### config.mk
export PLATFORM = sky130hd
export DESIGN_NAME = term_link_port
export DESIGN_NICKNAME = d
export VERILOG_FILES = /design/src/rtl/lp_pkg.sv /design/src/rtl/lp_rst_sync.sv /design/src/rtl/lp_strobe_edge.sv /design/src/rtl/lp_settle_timer.sv /design/src/rtl/lp_handshake_fsm.sv /design/src/rtl/term_link_port.sv
export SDC_FILE = /design/constraint.sdc
export NUM_CORES = 1
export LEC_CHECK = 0
export BUFFER_PORTS_ARGS = -buffer_cell sky130_fd_sc_hd__buf_2
export CAP_MARGIN = 20
export CORE_MARGIN = 2
export CORE_UTILIZATION = 25
export CTS_CLUSTER_DIAMETER = 50
export CTS_CLUSTER_SIZE = 24
export DETAILED_ROUTE_END_ITERATION = 10
export MAX_ROUTING_LAYER = met4
export SLEW_MARGIN = 20
export SYNTH_ARGS = -nofsm -noshare
export SYNTH_HDL_FRONTEND = slang
export SYNTH_HIERARCHICAL = 1
export SYNTH_SLANG_ARGS = --single-unit
### constraint.sdc
create_clock -name clk -period 3.26 [get_ports clk]
set_input_delay 0.326 -clock clk [delete_from_list [all_inputs] [get_ports clk]]
set_output_delay 0.326 -clock clk [all_outputs]
set_load 0.02 [all_outputs]
### src/rtl/lp_pkg.sv
package lp_pkg;
  typedef enum logic [1:0] {
    LP_IDLE   = 2'd0,
    LP_UP     = 2'd1,
    LP_DRAIN1 = 2'd2,
    LP_DRAIN2 = 2'd3
  } lp_state_e;
endpackage

### src/rtl/lp_rst_sync.sv
module lp_rst_sync #(
  parameter int unsigned STAGES = 2
) (
  input  logic clk,
  input  logic rst_n,
  output logic rst_sync_n
);
  logic [STAGES-1:0] sync_q;

  always_ff @(posedge clk or negedge rst_n) begin
    if (!rst_n) sync_q <= '0;
    else        sync_q <= {sync_q[STAGES-2:0], 1'b1};
  end

  assign rst_sync_n = sync_q[STAGES-1];
endmodule

### src/rtl/lp_strobe_edge.sv
module lp_strobe_edge #(
  parameter bit FALLING = 1'b0
) (
  input  logic clk,
  input  logic rst_n,
  input  logic lvl,
  output logic evt
);
  logic lvl_q;

  always_ff @(posedge clk or negedge rst_n) begin
    if (!rst_n) lvl_q <= 1'b0;
    else        lvl_q <= lvl;
  end

  generate
    if (FALLING) begin : g_fall
      assign evt = ~lvl & lvl_q;
    end else begin : g_rise
      assign evt = lvl & ~lvl_q;
    end
  endgenerate
endmodule

### src/rtl/lp_settle_timer.sv
module lp_settle_timer #(
  parameter int unsigned SETTLE = 2
) (
  input  logic clk,
  input  logic rst_n,
  input  logic run,
  output logic done
);
  localparam int unsigned CW = (SETTLE < 1) ? 1 : $clog2(SETTLE + 1);
  localparam logic [CW-1:0] LIM = CW'(SETTLE);

  logic [CW-1:0] cnt_q, cnt_d;

  always_comb begin
    cnt_d = cnt_q;
    if (!run)            cnt_d = '0;
    else if (cnt_q != LIM) cnt_d = cnt_q + 1'b1;
  end

  always_ff @(posedge clk or negedge rst_n) begin
    if (!rst_n) cnt_q <= '0;
    else        cnt_q <= cnt_d;
  end

  assign done = run && (cnt_q == LIM);
endmodule

### src/rtl/lp_handshake_fsm.sv
module lp_handshake_fsm
  import lp_pkg::*;
(
  input  logic      clk,
  input  logic      rst_n,
  input  logic      term_ready,
  input  logic      snd_rise,
  output lp_state_e state
);
  lp_state_e state_d;

  always_comb begin
    state_d = state;
    unique case (state)
      LP_IDLE:   if (term_ready)  state_d = LP_UP;
      LP_UP:     if (!term_ready) state_d = LP_DRAIN1;
      LP_DRAIN1: if (snd_rise)    state_d = LP_DRAIN2;
      LP_DRAIN2: if (snd_rise)    state_d = LP_IDLE;
      default:                    state_d = LP_IDLE;
    endcase
  end

  always_ff @(posedge clk or negedge rst_n) begin
    if (!rst_n) state <= LP_IDLE;
    else        state <= state_d;
  end
endmodule

### src/rtl/term_link_port.sv
module term_link_port
  import lp_pkg::*;
#(
  parameter int unsigned SETTLE_CLKS = 2,
  parameter int unsigned SYNC_STAGES = 2
) (
  input  logic       clk,
  input  logic       rst_n,
  input  logic       term_ready,
  input  logic       tx_valid,
  input  logic       tx_bit,
  output logic       tx_take,
  output logic       rx_valid,
  output logic       rx_bit,
  input  logic [1:0] lpbk_mode_in,
  output logic [1:0] lpbk_mode_out,
  input  logic       snd_tim_in,
  input  logic       rcv_tim_in,
  input  logic       rcv_dat_in,
  input  logic       peer_avail,
  input  logic       peer_lpbk_req,
  output logic       term_tim_out,
  output logic       snd_dat_out,
  output logic       term_avail
);
  logic      rst_sync_n;
  logic      snd_rise, rcv_fall;
  logic      ta_done, ca_done, link_ok, peer_loop;
  lp_state_e state;

  logic       tim_q, tim_d;
  logic       sd_q, sd_d;
  logic       rxv_q, rxv_d;
  logic       rxb_q, rxb_d;
  logic [1:0] mode_q;

  lp_rst_sync #(.STAGES(SYNC_STAGES)) u_rst (
    .clk(clk), .rst_n(rst_n), .rst_sync_n(rst_sync_n)
  );

  lp_strobe_edge #(.FALLING(1'b0)) u_snd_edge (
    .clk(clk), .rst_n(rst_sync_n), .lvl(snd_tim_in), .evt(snd_rise)
  );

  lp_strobe_edge #(.FALLING(1'b1)) u_rcv_edge (
    .clk(clk), .rst_n(rst_sync_n), .lvl(rcv_tim_in), .evt(rcv_fall)
  );

  lp_handshake_fsm u_fsm (
    .clk(clk), .rst_n(rst_sync_n), .term_ready(term_ready),
    .snd_rise(snd_rise), .state(state)
  );

  lp_settle_timer #(.SETTLE(SETTLE_CLKS)) u_ta_settle (
    .clk(clk), .rst_n(rst_sync_n), .run(state == LP_UP), .done(ta_done)
  );

  lp_settle_timer #(.SETTLE(SETTLE_CLKS)) u_ca_settle (
    .clk(clk), .rst_n(rst_sync_n), .run(peer_avail), .done(ca_done)
  );

  // Own loopback request takes priority over the peer's request.
  assign peer_loop = peer_lpbk_req && (lpbk_mode_in == 2'b00);
  assign link_ok   = ta_done && ca_done;
  assign tx_take   = snd_rise && link_ok && term_ready && tx_valid && !peer_loop;

  always_comb begin
    tim_d = peer_loop ? rcv_tim_in : snd_tim_in;

    if (peer_loop)            sd_d = rcv_dat_in;
    else if (state == LP_IDLE) sd_d = 1'b0;
    else if (snd_rise)        sd_d = tx_take ? tx_bit : 1'b0;
    else                      sd_d = sd_q;

    rxv_d = rcv_fall && link_ok && !peer_loop;

    if (!peer_avail) rxb_d = 1'b0;
    else if (rxv_d)  rxb_d = rcv_dat_in;
    else             rxb_d = rxb_q;
  end

  always_ff @(posedge clk or negedge rst_sync_n) begin
    if (!rst_sync_n) begin
      tim_q  <= 1'b0;
      sd_q   <= 1'b0;
      rxv_q  <= 1'b0;
      rxb_q  <= 1'b0;
      mode_q <= 2'b00;
    end else begin
      tim_q  <= tim_d;
      sd_q   <= sd_d;
      rxv_q  <= rxv_d;
      rxb_q  <= rxb_d;
      mode_q <= lpbk_mode_in;
    end
  end

  assign term_tim_out  = tim_q;
  assign snd_dat_out   = sd_q;
  assign rx_valid      = rxv_q;
  assign rx_bit        = rxb_q;
  assign lpbk_mode_out = mode_q;
  assign term_avail    = (state != LP_IDLE);
endmodule

# Word level (Yosys, flattened, before mapping)
# Cells that the tools add are included.
[totals]
ff_bits = 16
out_inout_bits = 8
wordCells = 63
[classes]
add_sub_neg = 2
eq_ne = 14
muxes = 16
bitwise_logic = 4
reduce_logical = 16
[op_table]
columns = ["op", "n"]
rows = [
  ["2-bit two-way mux", 8],
  ["2-bit inequality test (second input constant)", 7],
  ["1-bit logical AND", 10],
  ["2-bit == test (second input constant)", 4],
  ["2-bit one-hot mux with 4 select lines", 1],
  ["1-bit two-way mux", 7],
  ["2-bit by 1-bit adder with 2-bit output (second input constant)", 2],
  ["2-bit logical NOT", 2],
  ["2-bit by 1-bit inequality test with 1-bit output (second input constant)", 2],
  ["4-bit AND reduction", 1],
  ["3-bit nonzero test", 1],
  ["1-bit AND", 2],
  ["2-bit by 1-bit == test with 1-bit output (second input constant)", 1],
  ["1-bit NOT", 2],
  ["2-bit nonzero test", 1],
  ["1-bit logical NOT", 1],
]

# Depth between registers and ports, before layout
[logic_depth]
depth_word = 11
ltp_mapped = 7
ltp_nobuf = 7

# Modules after synthesis
# The synthesis kept the hierarchy.
[by_module_without_submodules]
columns = ["mod", "instances", "cells_per_inst", "area_per_inst_um2", "seq_area_each_um2"]
rows = [
  ["term_link_port", 1, 22, 264.0, 150.1],
  ["lp_settle_timer", 2, 10, 110.1, 50.0],
  ["lp_handshake_fsm", 1, 15, 171.4, 50.0],
  ["lp_strobe_edge", 2, 2, 38.8, 25.0],
  ["lp_rst_sync", 1, 3, 53.8, 50.0],
]

# Worst setup path after synthesis
# OpenSTA, ideal clock, no wires.
[synth_timing]
path_type = "reg-to-reg"
start = "register u_ta_settle.cnt_q[0]"
end = "register sd_q, in the netlist snd_dat_out"
setup_ns = 0.087
arrival_time_ns = 1.439
path_slack_ns = 1.734
stages_incl_launch_ff = 8
cell_sequence = "dfrtp_1 > inv_1 > ha_1 > and2_2 > nand2_1 > nor3_2 > nand3_1 > a22oi_1"
[synth_between]
elab_chain_cells = 11
[synth_lines]
columns = ["element", "line", "source"]
rows = [
  ["from (decl)", "lp_settle_timer.sv:12", "logic [CW-1:0] cnt_q, cnt_d;"],
  ["from (signal assigned)", "lp_settle_timer.sv:22", "else cnt_q <= cnt_d;"],
  ["2-bit == test", "lp_settle_timer.sv:25", "assign done = run && (cnt_q == LIM);"],
  ["1-bit logical AND", "lp_settle_timer.sv:25", ""],
  ["net ta_done", "term_link_port.sv:28", "logic ta_done, ca_done, link_ok, peer_loop;"],
  ["1-bit logical AND", "term_link_port.sv:64", "assign link_ok = ta_done && ca_done;"],
  ["1-bit logical AND (4 in series)", "term_link_port.sv:65", "assign tx_take = snd_rise && link_ok && term_ready && tx_valid && !peer_loop;"],
  ["net tx_take", "term_link_port.sv:12", "output logic tx_take,"],
  ["1-bit two-way mux (2 in series)", "term_link_port.sv:72", "else if (snd_rise) sd_d = tx_take ? tx_bit : 1'b0;"],
  ["1-bit two-way mux", "term_link_port.sv:71", "else if (state == LP_IDLE) sd_d = 1'b0;"],
  ["1-bit two-way mux", "term_link_port.sv:70", "if (peer_loop) sd_d = rcv_dat_in;"],
  ["to (signal assigned)", "term_link_port.sv:85", "sd_q <= 1'b0;"],
  ["to (signal assigned)", "term_link_port.sv:91", "sd_q <= sd_d;"],
  ["to (decl)", "term_link_port.sv:32", "logic sd_q, sd_d;"],
]
# The timed path passes the listed nets, and every way through them passes these cells. The select of a mux whose other input is x is not followed.
# A chain may end at the register's enable or synchronous reset.

# Worst setup path in the final report
[layout_timing]
start = "register u_ta_settle.cnt_q[0]"
end = "output port tx_take"
[layout_between]
elab_chain_cells = 7
[layout_lines]
columns = ["element", "line"]
rows = [
  ["2-bit == test", "lp_settle_timer.sv:25"],
  ["1-bit logical AND", "lp_settle_timer.sv:25"],
  ["net ta_done", "term_link_port.sv:28"],
  ["1-bit logical AND", "term_link_port.sv:64"],
  ["1-bit logical AND (4 in series)", "term_link_port.sv:65"],
  ["to (decl)", "term_link_port.sv:12"],
]
# The timed path passes the listed nets, and every way through them passes these cells.

==> metrics <==
outcome complete, no violations; Yosys top cell area share about half; Min-Delay Path Class input pin to register; Post-synth top cells dfrtp_1, ha_1, inv_1; global route total overflow 0; Die H around 60 µm; placed cell count roughly 130; 1st-iter DRT viols 14; Net Sw Frac roughly a third; post-route ant nets 0; crit-path max FO 4; Via density about 4; CP delay by family, top simple AND/OR/NAND/NOR gates; NetSw about 220 µW; Slew Limit Fails 0; clock buffer depth 2; Synth Instances between 60 and 70; critical path's slowest cell dfrtp_1; Reg2Reg Setup Slack 1.84 ns; Initial Util around a quarter; Design Area, Final a little under 0.001 mm²; internal cell power approximately 430 µW; Power, Total between 600 and 700 µW; layout cells sized above 1 39.8%; DRC 0; largest area contributor in the netlist dfrtp_1; clk slew on worst S/H paths around 0.09 ns; GRT Total Usage 7.57%; WHS between 0.15 and 0.2 ns; post-synthesis sequential area ratio 50.9%; Avg Cell Area, Syn about 12 µm²; max cap viols 0; WL per Instance between 9 and 10 µm; critical path, cell by cell inv_1 -> ha_1 -> and2_2 -> nand2_1 -> nor3_2 -> buf_2; CTS Sinks 16; via count between 500 and 600; net count reported at finish roughly 110; I/O pin count 20; Synth area leaders dfrtp_1, ha_1, nor2b_4; CP arrival ~1.6 ns; clk_skew ~0.0036 ns; Layout Cells excl Fill 132; routability cong. 0.694; Yosys cell types 25; Max Clock Freq ~520 MHz; Startpoint Class register; Tcrit/Tclk final between 50% and 60%; syn nets between 80 and 90; Skew-Pair Late Insertion Delay ~0.28 ns; Flop pwr share about two fifths; initial antenna violation count 0; RSZ-0062 raised after global routing false; buffer and inverter count on the worst path 2; Post CTS Setup Buffer Count 0; Worst path max stage delay a little over 0.4 ns; CTS Root Cell clkbuf_4; die area roughly 0.0036 mm²; required time of the critical path roughly 2.9 ns; Ant. Diodes 0; cell with the most instances after synthesis dfrtp_1; CTS tree yes; Clock Power Share around a fifth; Max IR drop VDD between 100 and 150 µV; Pwr Density around 660 mW/mm²; Layout Area Growth over Synthesis 25.0%; Post-Synthesis Cell Area about 790 µm²; Ys Warns 6; #FFs+latches synth 16; CTS H-Tree Depth 1; final worst path period need between 1.5 and 2 ns; Leak Pwr roughly 0.00048 µW; Worst setup EP type output pin; EDFF count, synth 0; Fin Setup TNS 0 ns; core area ~0.003 mm²; combinational share of power 38.4%; Port Buf Inserts 19; Slew @ Worst Pin between 0.5 and 0.6 ns; final hold violations 0; Setup CP Type register to output pin; CTS Buf Count 3; asr flop ratio synth 100%; pin count of the biggest net entering global routing 15; # rows 20; aggregate routed wire length approximately 1.2 mm; hpwl dp 1.01 mm; Setup Viol. Count Final 0; ys flop type dfrtp_1; relative slew slack 62.9%; post-place instance area around 940 µm²; first-pass GRT wire length 1.93 mm; vias in the first global route 493; Chip Width 60.1 µm; first-pass iteration count of the detailed router 3
cell usage in the layout, fill, tap and decap left out, types with 2 or more instances in the layout:
cell type	n
mux2i_1	2
and2_2	2
nand3_1	3
clkbuf_4	3
or2_1	2
a21boi_2	2
dfrtp_1	16
nor2b_4	2
ha_1	7
nand2_1	4
nor2_1	2
xnor2_1	2
buf_2	19
inv_1	6
and2_1	2
path summary, 6_finish.rpt:
| kind | startpoint | to | depth (start not counted) |
|---|---|---|---|
| min reg2reg | u_rst/sync_q[1] | u_fsm/state[0] | 0 |
| max in group asynchronous | u_rst/sync_q[1] | u_ca_settle/cnt_q[1] | 0 |
| min | snd_tim_in | u_snd_edge/lvl_q | 1 |
| max | u_ta_settle/cnt_q[0] | tx_take | 6 |
| max reg2reg | u_ta_settle/cnt_q[0] | snd_dat_out | 7 |
| min in group asynchronous | u_rst/sync_q[1] | u_fsm/state[0] | 0 |
worst reg2reg max path: stages (launching register included):
cell and delay [ns]:
dfrtp_1 0.41, inv_1 0.07, ha_1 0.20, and2_2 0.16
nand2_1 0.08, nor3_2 0.19, nand3_1 0.09, a22oi_1 0.14
metal layers:
metal | wire [µm] | global-route usage, % | vias to the layer above
li1 | - | - | 254
met1 | 508 | 7.24 | 252
met2 | 659 | 13.4 | 13
met3 | 63 | 1.30 | 2
met4 | 18 | 5.71 | 0
met5 | 0 | - | -
registers in the layout, indices dropped and copies added (netlist names):
register / cells
snd_dat_out: 1
u_fsm/state: 2
rx_bit: 1
u_ta_settle/cnt_q: 2
u_rcv_edge/lvl_q: 1
lpbk_mode_out: 2
rx_valid: 1
term_tim_out: 1
u_rst/sync_q: 2
u_snd_edge/lvl_q: 1
u_ca_settle/cnt_q: 2
final cells by class:
type | count | area (µm²)
sequential | 16 | 400
fill | 305 | 2040
inverter | 6 | 22.5
clock buffer | 4 | 36.3
tap | 44 | 55.1
multi-input combinational | 42 | 364
timing repair buffer | 20 | 105
per-stage QoR:
step	setup slack, ns	util [%]
2_1_floorplan	1.73	-
3_3_place_gp	1.70	31.0
3_5_place_dp	1.64	31.0
4_1_cts	1.32	32.5
5_1_grt	1.19	32.5
6_report	1.35	32.5
repair_timing:
item                      CTS  global route
hold buffers                1             0
hold endpoints to repair    2             0
resized for setup           0             0
cells by family (layout without fill, tap and decap cells):
kind of cell,after synthesis,count (layout),synth area share (%)
compound gates,6,6,6.36
xor+xnor,2,2,2.23
fa+ha+maj,7,7,11.1
buf+inv,6,30,2.86
flops,16,16,50.9
mux,4,4,5.88
other cells,1,1,0.476
simple gates,22,22,20.2
power by group through the flow:
stage	clock network [µW]	logic (µW)	registers, µW
6_report	128	250	273
5_1_grt	141	281	281
2_1_floorplan	0	192	274
4_1_cts	132	253	274
3_5_place_dp	0	249	278
3_3_place_gp	0	239	276
No activity file was read; power rests on OpenSTA's default activity.
